### src/rtl/spi_rxbuf_pkg.sv
// Package: shared widths, interrupt line indices and the flag record
// for the SPI receive buffer controller.
package spi_rxbuf_pkg;
    localparam int unsigned RXB_DATA_W = 16;
    localparam int unsigned RXB_BUS_W  = 32;
    localparam int unsigned RXB_NUM_IRQ = 2;
    localparam int unsigned RXB_IRQ_RX  = 0;
    localparam int unsigned RXB_IRQ_OVR = 1;

    typedef struct packed {
        logic ovr;
        logic rxf;
    } rxb_flags_t;
endpackage

### src/rtl/spi_rxbuf_store.sv
// Module: holding register for the last completed character.
// Assumes ld_en is already qualified with the module enable.
module spi_rxbuf_store #(
    parameter int unsigned DATA_W = spi_rxbuf_pkg::RXB_DATA_W
) (
    input  logic              clk,
    input  logic              rst_n,
    input  logic              ld_en,
    input  logic [DATA_W-1:0] ld_data,
    output logic [DATA_W-1:0] buf_q
);
    // Capture received data on each qualified completion.
    always_ff @(posedge clk) begin
        if (!rst_n)     buf_q <= '0;
        else if (ld_en) buf_q <= ld_data;
    end

    AST_BUF_CAPTURE: assert property (@(posedge clk) disable iff (!rst_n)
        ld_en |=> buf_q == $past(ld_data));
endmodule

### src/rtl/spi_rxbuf_flags.sv
// Module: receive-complete flag, overrun flag and the unread marker.
// Assumes ld_en is qualified with en. The unread marker ignores en and
// write-1-to-clear; only a consuming read or reset clears it.
module spi_rxbuf_flags (
    input  logic                     clk,
    input  logic                     rst_n,
    input  logic                     en,
    input  logic                     ld_en,
    input  logic                     rd_buf,
    input  logic                     w1c_rx,
    input  logic                     w1c_ovr,
    output spi_rxbuf_pkg::rxb_flags_t flags_q
);
    logic unread_q;

    // Track whether the buffer holds a character not yet consumed.
    always_ff @(posedge clk) begin
        if (!rst_n)      unread_q <= 1'b0;
        else if (ld_en)  unread_q <= 1'b1;
        else if (rd_buf) unread_q <= 1'b0;
    end

    // Receive-complete flag: clear has priority over set, set over read.
    always_ff @(posedge clk) begin
        if (!rst_n)              flags_q.rxf <= 1'b0;
        else if (!en || w1c_rx)  flags_q.rxf <= 1'b0;
        else if (ld_en)          flags_q.rxf <= 1'b1;
        else if (rd_buf)         flags_q.rxf <= 1'b0;
    end

    // Overrun flag: set when a character lands on unconsumed data.
    always_ff @(posedge clk) begin
        if (!rst_n)                             flags_q.ovr <= 1'b0;
        else if (!en || w1c_ovr)                flags_q.ovr <= 1'b0;
        else if (ld_en && unread_q && !rd_buf)  flags_q.ovr <= 1'b1;
        else if (rd_buf)                        flags_q.ovr <= 1'b0;
    end

    AST_OVR_ON_STALE: assert property (@(posedge clk) disable iff (!rst_n)
        (ld_en && unread_q && !rd_buf && !w1c_ovr) |=> flags_q.ovr);
    AST_READ_CLEARS: assert property (@(posedge clk) disable iff (!rst_n)
        (rd_buf && !ld_en) |=> (!flags_q.rxf && !flags_q.ovr && !unread_q));
    AST_W1C_WINS: assert property (@(posedge clk) disable iff (!rst_n)
        w1c_rx |=> !flags_q.rxf);
    AST_DISABLE_CLEARS: assert property (@(posedge clk) disable iff (!rst_n)
        !en |=> (!flags_q.rxf && !flags_q.ovr));
    AST_LOAD_READ_SAME: assert property (@(posedge clk) disable iff (!rst_n)
        (ld_en && rd_buf && !w1c_rx) |=> (flags_q.rxf && !flags_q.ovr && unread_q));
endmodule

### src/rtl/spi_rxbuf_irq.sv
// Module: one registered interrupt line per flag, gated by its enable.
// Assumes flag and enable vectors share the same index order.
module spi_rxbuf_irq #(
    parameter int unsigned NUM_IRQ = spi_rxbuf_pkg::RXB_NUM_IRQ
) (
    input  logic               clk,
    input  logic               rst_n,
    input  logic [NUM_IRQ-1:0] flag_vec,
    input  logic [NUM_IRQ-1:0] ie_vec,
    output logic [NUM_IRQ-1:0] irq_q
);
    for (genvar g = 0; g < NUM_IRQ; g++) begin : g_line
        // Register the gated flag onto its interrupt line.
        always_ff @(posedge clk) begin
            if (!rst_n) irq_q[g] <= 1'b0;
            else        irq_q[g] <= flag_vec[g] & ie_vec[g];
        end

        AST_IRQ_FROM_FLAG: assert property (@(posedge clk) disable iff (!rst_n)
            $rose(irq_q[g]) |-> $past(flag_vec[g] && ie_vec[g]));
    end
endmodule

### src/rtl/spi_rxbuf_dma.sv
// Module: DMA request level, raised per received character and released
// by a consuming read or a transmit write. Assumes ld_en is qualified.
module spi_rxbuf_dma (
    input  logic clk,
    input  logic rst_n,
    input  logic en,
    input  logic dma_en,
    input  logic ld_en,
    input  logic rd_buf,
    input  logic tx_wr,
    output logic dma_req_q
);
    // Hold the request from character arrival until it is serviced.
    always_ff @(posedge clk) begin
        if (!rst_n)                 dma_req_q <= 1'b0;
        else if (!(en && dma_en))   dma_req_q <= 1'b0;
        else if (ld_en)             dma_req_q <= 1'b1;
        else if (rd_buf || tx_wr)   dma_req_q <= 1'b0;
    end

    AST_DMA_RISE_ON_LOAD: assert property (@(posedge clk) disable iff (!rst_n)
        $rose(dma_req_q) |-> $past(ld_en));
    AST_DMA_RELEASE: assert property (@(posedge clk) disable iff (!rst_n)
        (dma_req_q && (rd_buf || tx_wr) && !ld_en) |=> !dma_req_q);
endmodule

### src/rtl/spi_rxbuf_ctrl.sv
// Module: top of the SPI receive buffer controller. Qualifies loads
// with the enable, places the flag images above the data in the read
// word and routes flags to interrupt and DMA logic.
// Assumes the shift engine delivers data right-justified.
module spi_rxbuf_ctrl #(
    parameter int unsigned DATA_W = spi_rxbuf_pkg::RXB_DATA_W,
    parameter int unsigned BUS_W  = spi_rxbuf_pkg::RXB_BUS_W
) (
    input  logic              clk,
    input  logic              rst_n,
    input  logic              en,
    input  logic              rx_ie,
    input  logic              ovr_ie,
    input  logic              dma_en,
    input  logic              ld_stb,
    input  logic [DATA_W-1:0] ld_data,
    input  logic              rd_buf_sel,
    input  logic              rd_dbg_sel,
    output logic [BUS_W-1:0]  rd_data,
    input  logic              w1c_stb,
    input  logic [1:0]        w1c_bits,
    input  logic              tx_wr_stb,
    output logic              rx_irq,
    output logic              ovr_irq,
    output logic              dma_req
);
    import spi_rxbuf_pkg::*;

    localparam int unsigned RXF_BIT = DATA_W;
    localparam int unsigned OVR_BIT = DATA_W + 1;

    logic                   ld_en;
    logic [DATA_W-1:0]      buf_q;
    rxb_flags_t             flags_q;
    logic [RXB_NUM_IRQ-1:0] flag_vec;
    logic [RXB_NUM_IRQ-1:0] ie_vec;
    logic [RXB_NUM_IRQ-1:0] irq_vec;

    assign ld_en = ld_stb & en;

    spi_rxbuf_store #(.DATA_W(DATA_W)) store_i (
        .clk(clk), .rst_n(rst_n), .ld_en(ld_en), .ld_data(ld_data), .buf_q(buf_q)
    );

    spi_rxbuf_flags flags_i (
        .clk(clk), .rst_n(rst_n), .en(en), .ld_en(ld_en), .rd_buf(rd_buf_sel),
        .w1c_rx(w1c_stb & w1c_bits[0]), .w1c_ovr(w1c_stb & w1c_bits[1]),
        .flags_q(flags_q)
    );

    // Order flags and enables by interrupt line index.
    always_comb begin
        flag_vec = '0;
        ie_vec   = '0;
        flag_vec[RXB_IRQ_RX]  = flags_q.rxf;
        flag_vec[RXB_IRQ_OVR] = flags_q.ovr;
        ie_vec[RXB_IRQ_RX]    = rx_ie;
        ie_vec[RXB_IRQ_OVR]   = ovr_ie;
    end

    spi_rxbuf_irq #(.NUM_IRQ(RXB_NUM_IRQ)) irq_i (
        .clk(clk), .rst_n(rst_n), .flag_vec(flag_vec), .ie_vec(ie_vec), .irq_q(irq_vec)
    );

    assign rx_irq  = irq_vec[RXB_IRQ_RX];
    assign ovr_irq = irq_vec[RXB_IRQ_OVR];

    spi_rxbuf_dma dma_i (
        .clk(clk), .rst_n(rst_n), .en(en), .dma_en(dma_en), .ld_en(ld_en),
        .rd_buf(rd_buf_sel), .tx_wr(tx_wr_stb), .dma_req_q(dma_req)
    );

    // Assemble the read word for either view; zero when unselected.
    always_comb begin
        rd_data = '0;
        if (rd_buf_sel || rd_dbg_sel) begin
            rd_data[DATA_W-1:0] = buf_q;
            rd_data[RXF_BIT]    = flags_q.rxf;
            rd_data[OVR_BIT]    = flags_q.ovr;
        end
    end

    AST_DEBUG_READ_QUIET: assert property (@(posedge clk) disable iff (!rst_n)
        (rd_dbg_sel && !rd_buf_sel && !ld_stb && !w1c_stb && en) |=> $stable(flags_q));
endmodule

### config.mk
export PLATFORM = sky130hd
export DESIGN_NAME = spi_rxbuf_ctrl
export DESIGN_NICKNAME = d
export VERILOG_FILES = /design/src/rtl/spi_rxbuf_pkg.sv /design/src/rtl/spi_rxbuf_store.sv /design/src/rtl/spi_rxbuf_flags.sv /design/src/rtl/spi_rxbuf_irq.sv /design/src/rtl/spi_rxbuf_dma.sv /design/src/rtl/spi_rxbuf_ctrl.sv
export SDC_FILE = /design/constraint.sdc
export NUM_CORES = 1
export LEC_CHECK = 0
export ABC_CLOCK_PERIOD_IN_PS = 1300
export BUFFER_PORTS_ARGS = -buffer_cell sky130_fd_sc_hd__clkbuf_2
export CAP_MARGIN = 20
export CORE_ASPECT_RATIO = 2
export CORE_UTILIZATION = 43
export DETAILED_ROUTE_END_ITERATION = 7
export MAX_ROUTING_LAYER = met4
export PLACE_DENSITY = 0.78
export REMOVE_ABC_BUFFERS = 1
export SETUP_SLACK_MARGIN = 0.4
export SYNTH_ARGS = -nofsm -noshare
export SYNTH_HDL_FRONTEND = slang
export SYNTH_SLANG_ARGS = --single-unit
### constraint.sdc
create_clock -name clk -period 1.3 [get_ports clk]
set_clock_uncertainty 0.2 [all_clocks]
set_input_delay 0 -clock clk [delete_from_list [all_inputs] [get_ports clk]]
set_output_delay 0 -clock clk [all_outputs]
set_load 0.02 [all_outputs]
==> summary.txt <==
Status
  – Status: finished with violations
  – Failing checks: negative hold slack

Yosys
  – Most common cell in the netlist: dfxtp_1
  – Mapped Avg Cell Area: 9.04 sq um
  – Yosys reg bits: 22
  – Ys flop type: dfxtp_1
  – Sequential-to-total area share from yosys stat: 38.7%
  – Area leader, netlist: dfxtp_1
  – Most frequent cells after synthesis: dfxtp_1, and3_1, nor2b_1, a21boi_0, o21a_1
  – Synth Cell Area: 1140 sq um
  – Post-synth EDFFs: 0
  – Async S/R FF share, synth: 0%
  – Top-area cell type share of the netlist area: 38.7%
  – Cells after Synth: 126
  – Top cells by area, synth: dfxtp_1, a21boi_0, o21a_1
  – Number of distinct library cells after synthesis: 18
  – Yosys warns: 0

CTS
  – Htree depth: 1
  – Clk sinks: 22
  – Root Driver: clkbuf_8
  – CTS Buf Count: 3
  – Hold Buf Count CTS: 3
  – Clock transition at path regs: 0.08 ns
  – Max clock buf depth: 2
  – CTS tree: yes
  – Clock latency on the worst-skew pair: 0.26 ns

Worst hold path
  – HP Class: input port to flop
  – WHS Path Cells: 2
  – Hold Path End: flags_i.flags_q[1]$_SDFFE_PP0P_
  – HP Start: w1c_bits[1]

STA
  – Final setup viols: 0
  – Setup_tns: 0 ns
  – Highest Clock Rate: 922 MHz
  – RSZ-0062 raised after global routing: true
  – Hold Slack: -0.286 ns
  – Final Max Slew Viols: 0
  – Final WS setup: 0.215 ns
  – Crit share post-route: 83.5%
  – Min Tclk post-route: 1.08 ns
  – Final count of hold timing violations: 22

Critical path
  – Endpoint class of the critical path: output port
  – Slowest cell on crit path: dfxtp_2
  – Reg2Reg Capture Point: dma_i.dma_req_q$_SDFFE_PN0P_
  – Worst-path cell chain: nor2b_4 > buf_6
  – CP Launch Type: flop
  – CP required: 1.10 ns
  – Reg2reg path depth: 2
  – Crit Path Max Fanout: 3
  – WP data arrival: 0.88 ns
  – Reg2reg start: dma_i.dma_req_q$_SDFFE_PN0P_
  – Crit path kind: flop to output port
  – FF-to-FF setup slack: 0.23 ns
  – CP peak stage delay: 0.35 ns

Floorplanning
  – Initial Utilization: 44.9%
  – Core Region: 2540 sq um
  – # rows: 26
  – Chip width: 38.4 microns
  – Die footprint: 2870 sq um
  – Top Ports: 64
  – Chip height: 74.8 microns

GRT
  – Largest net degree at the start of global routing: 35
  – Grt ovf: 0
  – Initial antenna violation count: 0
  – First-pass GRT wire length: 3.81 mm
  – Vias in the first global route: 918
  – GR Util All Layers: 18.7%

Drt
  – DRC Markers: 0
  – Routed Antenna Nets: 0
  – 1st-pass router iterations: 3
  – DR WL/cell: 12.2 microns
  – DR vias: 1,061
  – Via density per instance: 5.10
  – Initial DRC Count: 24
  – Final wirelength: 2.53 mm

Placement
  – Setup WS pre-CTS: 0.132 ns
  – Gpl congestion: 0.606
  – Placed cell count: 199
  – Port-buffer cells: 49
  – Final HPWL from detailed placement: 1.75 mm

Cells and area
  – Total Nets Final: 210
  – Share of cells above drive strength 1: 53.3%
  – Final Non-Filler Cells: 208
  – P&R area growth vs syn: 48.2%
  – Antenna diodes: 0

Power and ir drop
  – Power density over the cells: 974 nW/um^2
  – Peak supply drop: 0.702 mV
  – Pleak: 0.820 nW

Job
  – Maxcap violations: 0
==> routing by layer <==
metal | global-route usage, % | vias to the layer above | wire length (microns)
met5 | - | - | 0
met3 | 1.77 | 5 | 100
met1 | 20.7 | 504 | 984
met2 | 32.4 | 37 | 1410
met4 | 8.81 | 0 | 38
li1 | - | 515 | -
==> critical path, delay by kind of cell, from the launching register on <==
family        cells  cell delay (ns)
buf+inv           1             0.12
flops             1             0.35
simple gates      1             0.15
==> cell type report <==
| class | count | area (sq um) |
|---|---|---|
| timing repair buffer | 60 | 468 |
| clock buffer | 3 | 41.3 |
| multi-input combinational | 94 | 648 |
| clock inverter | 1 | 30.0 |
| tap | 28 | 35.0 |
| fill | 209 | 850 |
| sequential | 22 | 465 |
==> stage by stage <==
stage	utilization [%]	hold WS, ns	cell area [sq um]	total power [W]
after floorplan	-	-0.131	1040	0.000856
after global placement	54.3	-0.00165	1380	0.000973
after detailed placement	54.3	0.00795	1380	0.000981
after CTS	63.3	-0.289	1610	0.00164
after global routing	66.5	-0.296	1690	0.00172
final	66.5	-0.286	1690	0.00164
==> worst max-delay path by stage <==
stage | startpoint | to | slack [ns] | cells after the start
finish | flags_i.flags_q[1]$_SDFFE_PP0P_ | rd_data[17] | 0.22 | 2
detailed placement | dma_i.dma_req_q$_SDFFE_PN0P_ | dma_i.dma_req_q$_SDFFE_PN0P_ | 0.13 | 2
global placement | dma_i.dma_req_q$_SDFFE_PN0P_ | dma_i.dma_req_q$_SDFFE_PN0P_ | 0.16 | 2
global route | flags_i.flags_q[1]$_SDFFE_PP0P_ | rd_data[17] | 0.18 | 2
floorplan | dma_i.dma_req_q$_SDFFE_PN0P_ | dma_i.dma_req_q$_SDFFE_PN0P_ | 0.04 | 2
CTS | flags_i.flags_q[1]$_SDFFE_PP0P_ | rd_data[17] | 0.18 | 2
==> state kept, by name (all words and copies together) (netlist names) <==
register          flops
store_i.buf_q        16
flags_i.flags_q       2
irq_i.irq_q           2
dma_i.dma_req_q       1
flags_i.unread_q      1
==> power breakdown <==
group / total, W / switching (W) / internal [W] / leakage, nW
Combinational: 0.000301 / 0.000162 / 0.000139 / 0.596
Clock: 0.000629 / 0.000218 / 0.000411 / 0.0357
Sequential: 0.000714 / 0.0000103 / 0.000704 / 0.188
Total: 0.00164 / 0.000390 / 0.00125 / 0.820
==> cells in the final DEF, fill, tap and decap left out, types with 2 or more instances in the layout <==
master          n
a21boi_0       11
a21boi_1        6
and3_1         18
buf_4          14
buf_6          10
buf_8           4
clkbuf_2       28
clkbuf_8        3
conb_1         14
dfxtp_1         2
dfxtp_2        20
dlygate4sd3_1   3
nand2_1         2
nand2b_1        2
nor2b_1         8
nor2b_2         8
nor2b_4         2
o21a_1         16
==> cells by family after synthesis <==
logic type	Yosys count	synth area share, %
simple gates	43	23.3
compound gates	37	24.8
buf+inv	23	12.9
flops	22	38.7
other cells	1	0.329
==> what timing repair did <==
item                                    CTS  global route
gates cloned                              0             0
pin swaps                                 3             0
gates resized for setup                  47            50
buffers inserted                          1             1
endpoints found under the hold margin    22            22
endpoints found under the setup margin   27            40
Power figures use the tool's default switching activity.
